`src/rtl/ipt_pkg.sv`:
```
package ipt_pkg;
  typedef enum logic [1:0] {
    WK_IDLE  = 2'd0,
    WK_ISSUE = 2'd1,
    WK_WAIT  = 2'd2,
    WK_RESP  = 2'd3
  } walk_state_e;
endpackage

```
`src/rtl/ipt_hash.sv`:
```
module ipt_hash #(
  parameter int VPN_W = 19,
  parameter int IDX_W = 10
) (
  input  logic [VPN_W-1:0] vpn,
  output logic [IDX_W-1:0] idx
);
  localparam int NCHUNK = (VPN_W + IDX_W - 1) / IDX_W;
  localparam int PAD_W  = NCHUNK * IDX_W;

  logic [PAD_W-1:0] padded;
  assign padded = PAD_W'(vpn);

  // XOR-fold the zero-extended page number in IDX_W-wide slices
  always_comb begin
    idx = '0;
    for (int c = 0; c < NCHUNK; c++) begin
      idx = idx ^ padded[c*IDX_W +: IDX_W];
    end
  end
endmodule

```
`src/rtl/ipt_entry_cmp.sv`:
```
module ipt_entry_cmp #(
  parameter int VPN_W   = 19,
  parameter int IDX_W   = 10,
  parameter int ENTRY_W = 32
) (
  input  logic [ENTRY_W-1:0] entry,
  input  logic [VPN_W-1:0]   vpn,
  output logic               tag_hit,
  output logic               chain_next,
  output logic [IDX_W-1:0]   link_idx
);
  localparam int VALID_B = ENTRY_W - 1;
  localparam int TAG_LSB = ENTRY_W - 1 - VPN_W;
  localparam int LINKV_B = IDX_W + 1;

  logic             ent_valid;
  logic [VPN_W-1:0] ent_tag;

  assign ent_valid  = entry[VALID_B];
  assign ent_tag    = entry[TAG_LSB +: VPN_W];
  assign tag_hit    = ent_valid && (ent_tag == vpn);
  assign chain_next = !tag_hit && entry[LINKV_B];
  assign link_idx   = entry[IDX_W-1:0];
endmodule

```
`src/rtl/ipt_walk_ctrl.sv`:
```
module ipt_walk_ctrl
  import ipt_pkg::*;
#(
  parameter int VPN_W      = 19,
  parameter int IDX_W      = 10,
  parameter int MAX_PROBES = 16,
  parameter int CNT_W      = $clog2(MAX_PROBES + 1)
) (
  input  logic             clk,
  input  logic             rst_n,
  input  logic             req_valid,
  input  logic [VPN_W-1:0] req_vpn,
  input  logic [IDX_W-1:0] start_idx,
  output logic             req_ready,
  output logic             rd_req,
  output logic [IDX_W-1:0] rd_addr,
  input  logic             rd_valid,
  input  logic             tag_hit,
  input  logic             chain_next,
  input  logic [IDX_W-1:0] link_idx,
  output logic [VPN_W-1:0] cur_vpn,
  output logic             resp_valid,
  output logic             resp_hit,
  output logic [IDX_W-1:0] resp_ppn,
  output logic [CNT_W-1:0] resp_probes
);
  walk_state_e      state;
  logic [IDX_W-1:0] cur_idx;
  logic [VPN_W-1:0] vpn_q;
  logic [CNT_W-1:0] probes;
  logic             hit_q;

  // named events for checking
  logic accept, rd_done, found, step, stop;
  assign accept  = req_valid && (state == WK_IDLE);
  assign rd_done = rd_valid && (state == WK_WAIT);
  assign found   = rd_done && tag_hit;
  assign step    = rd_done && chain_next && (probes < CNT_W'(MAX_PROBES));
  assign stop    = rd_done && !found && !step;

  always_ff @(posedge clk) begin
    if (!rst_n) begin
      state   <= WK_IDLE;
      cur_idx <= '0;
      vpn_q   <= '0;
      probes  <= '0;
      hit_q   <= 1'b0;
    end else begin
      case (state)
        WK_IDLE: if (accept) begin
          vpn_q   <= req_vpn;
          cur_idx <= start_idx;
          probes  <= '0;
          hit_q   <= 1'b0;
          state   <= WK_ISSUE;
        end
        WK_ISSUE: begin
          probes <= probes + 1'b1;
          state  <= WK_WAIT;
        end
        WK_WAIT: begin
          if (found) begin
            hit_q <= 1'b1;
            state <= WK_RESP;
          end else if (step) begin
            cur_idx <= link_idx;
            state   <= WK_ISSUE;
          end else if (stop) begin
            hit_q <= 1'b0;
            state <= WK_RESP;
          end
        end
        default: state <= WK_IDLE;
      endcase
    end
  end

  assign req_ready   = (state == WK_IDLE);
  assign rd_req      = (state == WK_ISSUE);
  assign rd_addr     = cur_idx;
  assign cur_vpn     = vpn_q;
  assign resp_valid  = (state == WK_RESP);
  assign resp_hit    = hit_q;
  assign resp_ppn    = cur_idx;
  assign resp_probes = probes;

  AST_READ_PULSE: assert property (@(posedge clk) disable iff (!rst_n)
    rd_req |=> !rd_req);
  AST_PROBE_CAP: assert property (@(posedge clk) disable iff (!rst_n)
    probes <= CNT_W'(MAX_PROBES));
  AST_LINK_FOLLOW: assert property (@(posedge clk) disable iff (!rst_n)
    step |=> rd_req && (rd_addr == $past(link_idx)));
  AST_HIT_RESP: assert property (@(posedge clk) disable iff (!rst_n)
    found |=> resp_valid && resp_hit && (resp_ppn == $past(rd_addr)));
  AST_RESP_PULSE: assert property (@(posedge clk) disable iff (!rst_n)
    resp_valid |=> !resp_valid && req_ready);
endmodule

```
`src/rtl/ipt_walker.sv`:
```
module ipt_walker #(
  parameter int VPN_W      = 19,
  parameter int IDX_W      = 10,
  parameter int ENTRY_W    = 32,
  parameter int MAX_PROBES = 16,
  localparam int CNT_W     = $clog2(MAX_PROBES + 1)
) (
  input  logic               clk,
  input  logic               rst_n,
  input  logic               req_valid,
  output logic               req_ready,
  input  logic [VPN_W-1:0]   req_vpn,
  output logic               resp_valid,
  output logic               resp_hit,
  output logic [IDX_W-1:0]   resp_ppn,
  output logic [CNT_W-1:0]   resp_probes,
  output logic               rd_req,
  output logic [IDX_W-1:0]   rd_addr,
  input  logic               rd_valid,
  input  logic [ENTRY_W-1:0] rd_data
);
  logic [IDX_W-1:0] start_idx;
  logic [IDX_W-1:0] link_idx;
  logic [VPN_W-1:0] cur_vpn;
  logic             tag_hit;
  logic             chain_next;

  ipt_hash #(.VPN_W(VPN_W), .IDX_W(IDX_W)) u_hash (
    .vpn (req_vpn),
    .idx (start_idx)
  );

  ipt_entry_cmp #(.VPN_W(VPN_W), .IDX_W(IDX_W), .ENTRY_W(ENTRY_W)) u_cmp (
    .entry      (rd_data),
    .vpn        (cur_vpn),
    .tag_hit    (tag_hit),
    .chain_next (chain_next),
    .link_idx   (link_idx)
  );

  ipt_walk_ctrl #(
    .VPN_W(VPN_W), .IDX_W(IDX_W), .MAX_PROBES(MAX_PROBES), .CNT_W(CNT_W)
  ) u_ctrl (
    .clk         (clk),
    .rst_n       (rst_n),
    .req_valid   (req_valid),
    .req_vpn     (req_vpn),
    .start_idx   (start_idx),
    .req_ready   (req_ready),
    .rd_req      (rd_req),
    .rd_addr     (rd_addr),
    .rd_valid    (rd_valid),
    .tag_hit     (tag_hit),
    .chain_next  (chain_next),
    .link_idx    (link_idx),
    .cur_vpn     (cur_vpn),
    .resp_valid  (resp_valid),
    .resp_hit    (resp_hit),
    .resp_ppn    (resp_ppn),
    .resp_probes (resp_probes)
  );

  AST_FIRST_PROBE: assert property (@(posedge clk) disable iff (!rst_n)
    (req_valid && req_ready) |=> rd_req && (rd_addr == $past(start_idx)));
  AST_BUSY_NO_READY: assert property (@(posedge clk) disable iff (!rst_n)
    rd_req |-> !req_ready && !resp_valid);
endmodule

```
`config.mk`:
```
export PLATFORM = sky130hd
export DESIGN_NAME = ipt_walker
export DESIGN_NICKNAME = d
export VERILOG_FILES = /design/src/rtl/ipt_pkg.sv /design/src/rtl/ipt_hash.sv /design/src/rtl/ipt_entry_cmp.sv /design/src/rtl/ipt_walk_ctrl.sv /design/src/rtl/ipt_walker.sv
export SDC_FILE = /design/constraint.sdc
export NUM_CORES = 1
export LEC_CHECK = 0
export ABC_AREA = 1
export ABC_CLOCK_PERIOD_IN_PS = 3500
export BUFFER_PORTS_ARGS = -buffer_cell sky130_fd_sc_hd__buf_2
export CAP_MARGIN = 25
export CORE_MARGIN = 2
export CORE_UTILIZATION = 52
export DETAILED_ROUTE_END_ITERATION = 6
export GPL_ROUTABILITY_DRIVEN = 0
export PLACE_DENSITY_LB_ADDON = 0.2
export SYNTH_ARGS = -nofsm -noshare
export SYNTH_HDL_FRONTEND = slang
export SYNTH_SLANG_ARGS = --single-unit
```
`constraint.sdc`:
```
create_clock -name clk -period 3.5 [get_ports clk]
set_input_delay 0.7 -clock clk [delete_from_list [all_inputs] [get_ports clk]]
set_output_delay 0.7 -clock clk [all_outputs]
set_load 0.005 [all_outputs]
```
Word level (Yosys, flattened, before mapping)

Cells that the tools add are included.

Output and inout bits: 29
Word-level logic and storage cells: 54
Bits in registers: 37

Mux-type cells: 16
Equality and inequality tests: 10
Add/subtract/negate cells: 1
Magnitude comparators: 1
Reduce and logical (&&, ||, !) cells: 20
Bitwise gates (word level): 1

Operators by type and width:

| operator            | number |
|---|---|
| $mux 10             | 3 |
| $pmux 10 s2         | 1 |
| $eq 19x19->1        | 1 |
| $pmux 5 s2          | 1 |
| $xor 10x9->10       | 1 |
| $logic_and 1x1->1   | 9 |
| $mux 2              | 4 |
| $reduce_and 4->1    | 2 |
| $pmux 2 s3          | 1 |
| $reduce_and 2->1    | 3 |
| $add 5x1->5 const B | 1 |
| $lt 5x5->1 const B  | 1 |
| $mux 5              | 1 |
| $eq 2x2->1 const B  | 2 |
| $mux 1              | 4 |
| $ne 2x1->1 const B  | 2 |
| $ne 4x1->1 const B  | 1 |
| $reduce_bool 2->1   | 2 |
| $logic_not 1->1     | 3 |
| $ne 3x1->1 const B  | 1 |
| $ne 3x2->1 const B  | 1 |
| $eq 2x1->1 const B  | 1 |
| $logic_not 2->1     | 1 |
| $ne 2x2->1 const B  | 1 |
| $pmux 1 s2          | 1 |

Logic depth before layout (Yosys ltp)

Depth in word-level cells: 12
Depth in mapped cells: 14
Mapped depth without buffers: 13

Hierarchy

From an unflattened synthesis, not the netlist that was laid out.

Cell total of the unflattened synthesis: 409
Area total of the unflattened synthesis: 2364.8 um2

Modules (own cells, without submodules):

| module        | instances | cells each | area an instance (um2) |
|---|---|---|---|
| ipt_walk_ctrl | 1         | 252        | 1704.1 |
| ipt_entry_cmp | 1         | 111        | 484.2 |
| ipt_hash      | 1         | 46         | 176.4 |

Worst setup path before layout

Ideal clock, no wire load.

Kind: input port to flip-flop
Start: input port rd_data[16]
End: register u_ctrl.cur_idx[0] (netlist: u_ctrl.rd_addr[0])
Path buffers: 1
Arrival: 1.564 ns
Stages on the path: 12
Path slack: 1.821 ns
Cells stage by stage: inv_1 nand2_1 nand2_1 nor2_1 nand2_1 nor2_1 nand3_1 nand2_1 nand2_1 buf_2 a21oi_1 nor2_1

Cells in the longest elaborated chain, start to end: 8
Elaborated cells on any way between the ends: 10
Those cells by class: eq/ne (3); reduce/logical (7)

RTL lines:

| what                                | line                | RTL |
|---|---|---|
| from (decl)                         | ipt_walker.sv:20    | `input logic [ENTRY_W-1:0] rd_data` |
| $eq 19x19->1 *                      | ipt_entry_cmp.sv:21 | `assign tag_hit = ent_valid && (ent_tag == vpn);` |
| $logic_and 1x1->1 *                 | ipt_entry_cmp.sv:21 |  |
| $logic_not 1->1                     | ipt_entry_cmp.sv:22 | `assign chain_next = !tag_hit && entry[LINKV_B];` |
| $logic_and 1x1->1                   | ipt_entry_cmp.sv:22 |  |
| $logic_and 1x1->1 (2 in series)     | ipt_walk_ctrl.sv:38 | `assign step = rd_done && chain_next && (probes < CNT_W'(MAX_PROBES));` |
| $ne 2x1->1 (no source line)         | n/a                 |  |
| $reduce_and 4->1 (no source line) * | n/a                 |  |
| to (signal assigned)                | ipt_walk_ctrl.sv:52 | `cur_idx <= start_idx;` |
| to (signal assigned)                | ipt_walk_ctrl.sv:66 | `cur_idx <= link_idx;` |
| to (decl)                           | ipt_walk_ctrl.sv:28 | `logic [IDX_W-1:0] cur_idx;` |

Every way passes the cells marked *; elsewhere a longest branch is shown, timed or not.
A chain may end at the register's enable or synchronous reset.

Worst setup path in the final report

Start: register u_ctrl.state[1]
End: register u_ctrl.cur_idx[2] (netlist: u_ctrl.rd_addr[2])

Cells in the longest elaborated chain, start to end: 6
Elaborated cells on any way between the ends: 13
Those cells by class: eq/ne (4); mux (1); reduce/logical (8)

RTL lines:

| what                              | line                                     | RTL |
|---|---|---|
| from (decl)                       | ipt_walk_ctrl.sv:27                      | `walk_state_e state;` |
| from (signal assigned)            | ipt_walk_ctrl.sv:43                      | `state <= WK_IDLE;` |
| from (signal assigned)            | ipt_walk_ctrl.sv:55                      | `state <= WK_ISSUE;` |
| from (signal assigned)            | ipt_walk_ctrl.sv:59                      | `state <= WK_WAIT;` |
| $eq 2x2->1                        | ipt_walk_ctrl.sv:36, ipt_walk_ctrl.sv:49 |  |
| $logic_and 1x1->1                 | ipt_walk_ctrl.sv:36                      | `assign rd_done = rd_valid && (state == WK_WAIT);` |
| $logic_and 1x1->1 (2 in series)   | ipt_walk_ctrl.sv:38                      |  |
| $ne 2x1->1 (no source line)       | n/a                                      |  |
| $reduce_and 4->1 (no source line) | n/a                                      |  |

Parallel ways exist; a longest one is shown, timed or not.

==> summary.md <==
| Metric | Value |
|---|---|
| Status | finished clean |
| Max Fclk | between 400 and 500 MHz |
| Pin count of the biggest net entering global routing | 39 |
| Number of H-tree levels | 2 |
| Mapped cell area | 0.002058 mm² |
| CP Data Required Time | 3670 ps |
| Ys async rst share | 0% |
| Mean number of vias per cell | 4.854 |
| Clk pin slew, worst setup/hold paths | 70 ps |
| All-Layer GR Usage | 22.32% |
| Die Y | 66.92 µm |
| Postcts setup bufs | 0 |
| Worst-path fanout max | 22 |
| Critical Path AT | about 2300 ps |
| DR WL/cell | 10.89 µm |
| IO Count | 84 |
| Root buf cell | clkbuf_8 |
| Sw Ratio | a little under a third |
| MaxCap Viol Count | 0 |
| Routed Antenna Nets | 0 |
| Post-synth EDFFs | 0 |
| Levels on crit path | 9 |
| WHS Path Cells | 2 |
| Iteration count of the initial detailed-routing pass | 4 |
| Final nets | roughly 450 |
| Syn_nets | around 380 |
| Place WS | roughly 1200 ps |
| # port buffers | 82 |
| Leak Pwr | 1.280 nW |
| Initial DRC Count | 159 |
| Pwr Density | 415.9 mW/mm² |
| Clock Skew | 2.790 ps |
| Top FF cell, synth | dfxtp_1 |
| Starting Density | 54.98% |
| Yosys reg bits | 37 |
| Die footprint | 0.004478 mm² |
| Power Total | a little over 1 mW |
| Critical path class | reg -> reg |
| Ys Warns | 0 |
| CP endpoint kind | register |
| Area grow syn2layout | 20.43% |
| R2R depth | 9 |
| GRT Residual Overflow | 0 |
| Worst setup SP type | register |
| Hold-fix buffers, CTS | 0 |
| RSZ-0062 raised after global routing | no |
| Critical path's most frequent cell | nand2_1 |
| Post-CTS resize count | 0 |
| Routed WL | 4.770 mm |
| Clock power frac | 27.4% |
| Via Count | 2,126 |
| # setup viols final | 0 |
| Synth Instances | 321 |
| Buf/Inv on CP | 1 |
| Clock Path Buffers | 2 |
| Max VDD drop | ~0.00027 V |
| Clock tree from TritonCTS | yes |
| Vias in the first global route | 1,754 |
| Logic pwr share | 25.2% |
| Worst skew pair latency | 280 ps |
| Part of the power in registers | 47.4% |
| CTS buffer count | 5 |
| PnR worst setup slack | about 1400 ps |
| First-pass GRT wire length | around 7.6 mm |
| Core box area | ~0.0037 mm² |
| Ant diodes | 0 |
| Min Tclk post-route | 2119 ps |
| Slew @ Worst Pin | ~670 ps |
| CP max stage cell | nand2_1 |
| Fin. Hold Viols | 0 |
| Slowest cell delay on critical path | roughly 500 ps |
| Family with the most delay on the worst path | simple AND/OR/NAND/NOR gates |
| Hpwl dp | 3.529 mm |
| Rel. slew slack | 55.23% |
| Share of layout cells above drive strength 1 | 24.36% |
| Cell variety after synth | 22 |
| Clock Sinks | 37 |
| Max Slew Vio Count | 0 |
| Filler cell count | about 390 |
| Worst path cell trace | inv_1 > nor2_4 > nand2_2 > nor3_2 > nand2_1 > nand2_1 > nand3b_1 > nand2_1 > nor2_1 |
| P_int | 716.8 µW |
| Initial antenna violation count | 0 |
| NetSw | 314.0 µW |
| Die W | 66.92 µm |
| Class of the worst hold path | reg -> reg |
| Cell row count | 22 |
| Final critical-path share of the clock period | 60.54% |
| DRC Markers | 0 |
| Sequential cell area fraction in the yosys report | 35.99% |
| Synth Area per Inst | between 6 and 7 µm² |
| Setup TNS | 0 ps |
-- layer usage --
layer | GRT usage, % | vias to the layer above | routed length, µm | share of wire (%)
li1 | - | 1140 | - | -
met1 | 29.83 | 921 | 2306 | 48
met2 | 37.13 | 58 | 2140 | 45
met3 | 3.547 | 7 | 275 | 5.8
met4 | 6.122 | 0 | 48 | 1.0
met5 | 0 | - | 0 | 0
-- cells in the mapped netlist, types with 2 or more instances --
library cell | count | area [µm²]
a211oi_1 | 2 | 15.01
a21oi_1 | 38 | 190.2
buf_2 | 8 | 40.04
buf_4 | 10 | 75.07
clkbuf_1 | 3 | 11.26
dfxtp_1 | 37 | 740.7
inv_1 | 37 | 138.9
nand2_1 | 89 | 334.1
nand2_2 | 3 | 18.77
nand3b_1 | 9 | 67.56
nor2_1 | 39 | 146.4
nor3_2 | 2 | 20.02
o21ai_0 | 32 | 160.2
xnor2_1 | 4 | 35.03
-- layout by cell type, fill, tap and decap left out, drive strengths merged --
| cell type | count |
|---|---|
| a211oi | 2 |
| a21oi | 38 |
| buf | 83 |
| clkbuf | 8 |
| dfxtp | 37 |
| ha | 1 |
| inv | 38 |
| nand2 | 92 |
| nand3 | 1 |
| nand3b | 9 |
| nand4 | 1 |
| nor2 | 40 |
| nor3 | 2 |
| o211ai | 1 |
| o21a | 1 |
| o21ai | 32 |
| xnor2 | 4 |
-- power groups by stage --
stage	Sequential, mW	Clock (mW)	Combinational (mW)
floorplan	0.497	0	0.184
global placement	0.497	0	0.255
detailed placement	0.498	0	0.260
CTS	0.489	0.285	0.261
global route	0.493	0.303	0.300
finish	0.489	0.283	0.260
-- path summary, 6_finish.rpt --
kind	slack [ps]	startpoint	to
worst max-delay path	1380	u_ctrl.state[1]	u_ctrl.rd_addr[2]
worst min-delay path	470	u_ctrl.cur_vpn[18]	u_ctrl.cur_vpn[18]
worst max register to register	1380	u_ctrl.state[1]	u_ctrl.rd_addr[2]
worst min register to register	470	u_ctrl.cur_vpn[18]	u_ctrl.cur_vpn[18]
-- cell type report --
cell class / count / area [µm²] / area share (%)
tap: 48 / 60.06 / 2.423
multi-input combinational: 224 / 1037 / 41.85
timing repair buffer: 83 / 417.9 / 16.86
clock buffer: 8 / 80.08 / 3.231
sequential: 37 / 740.7 / 29.88
inverter: 38 / 142.6 / 5.755
-- state kept, by name, summed over array words and instances (netlist names) --
signal              cells
u_ctrl.rd_addr         10
u_ctrl.cur_vpn         19
u_ctrl.resp_hit         1
u_ctrl.state            2
u_ctrl.resp_probes      5
-- cells by family after synthesis --
family                   share of synthesized area (%)
AND/OR/NAND/NOR                                  29.60
AO/OA/AOI/OAI                                    18.48
buffers and inverters                            13.62
flip-flops                                       35.99
XOR/XNOR                                         1.702
adder cells (fa/ha/maj)                         0.6078
-- worst min-delay path: stages, from the launching register on --
cell and delay (ps):
dfxtp_1 310, inv_1 60, a21oi_1 50
-- metrics by stage --
stage | cells | area (µm²) | hold WS [ps] | utilization [%]
finish | 438 | 2479 | 469.3 | 66.21
global route | 438 | 2479 | 491.1 | 66.21
CTS | 438 | 2479 | 469.6 | 66.21
detailed placement | 430 | 2399 | 459.6 | 64.07
global placement | 430 | 2399 | 456.9 | 64.07
floorplan | 321 | 2058 | 443.1 | -
No activity file was read; power rests on OpenSTA's default activity.
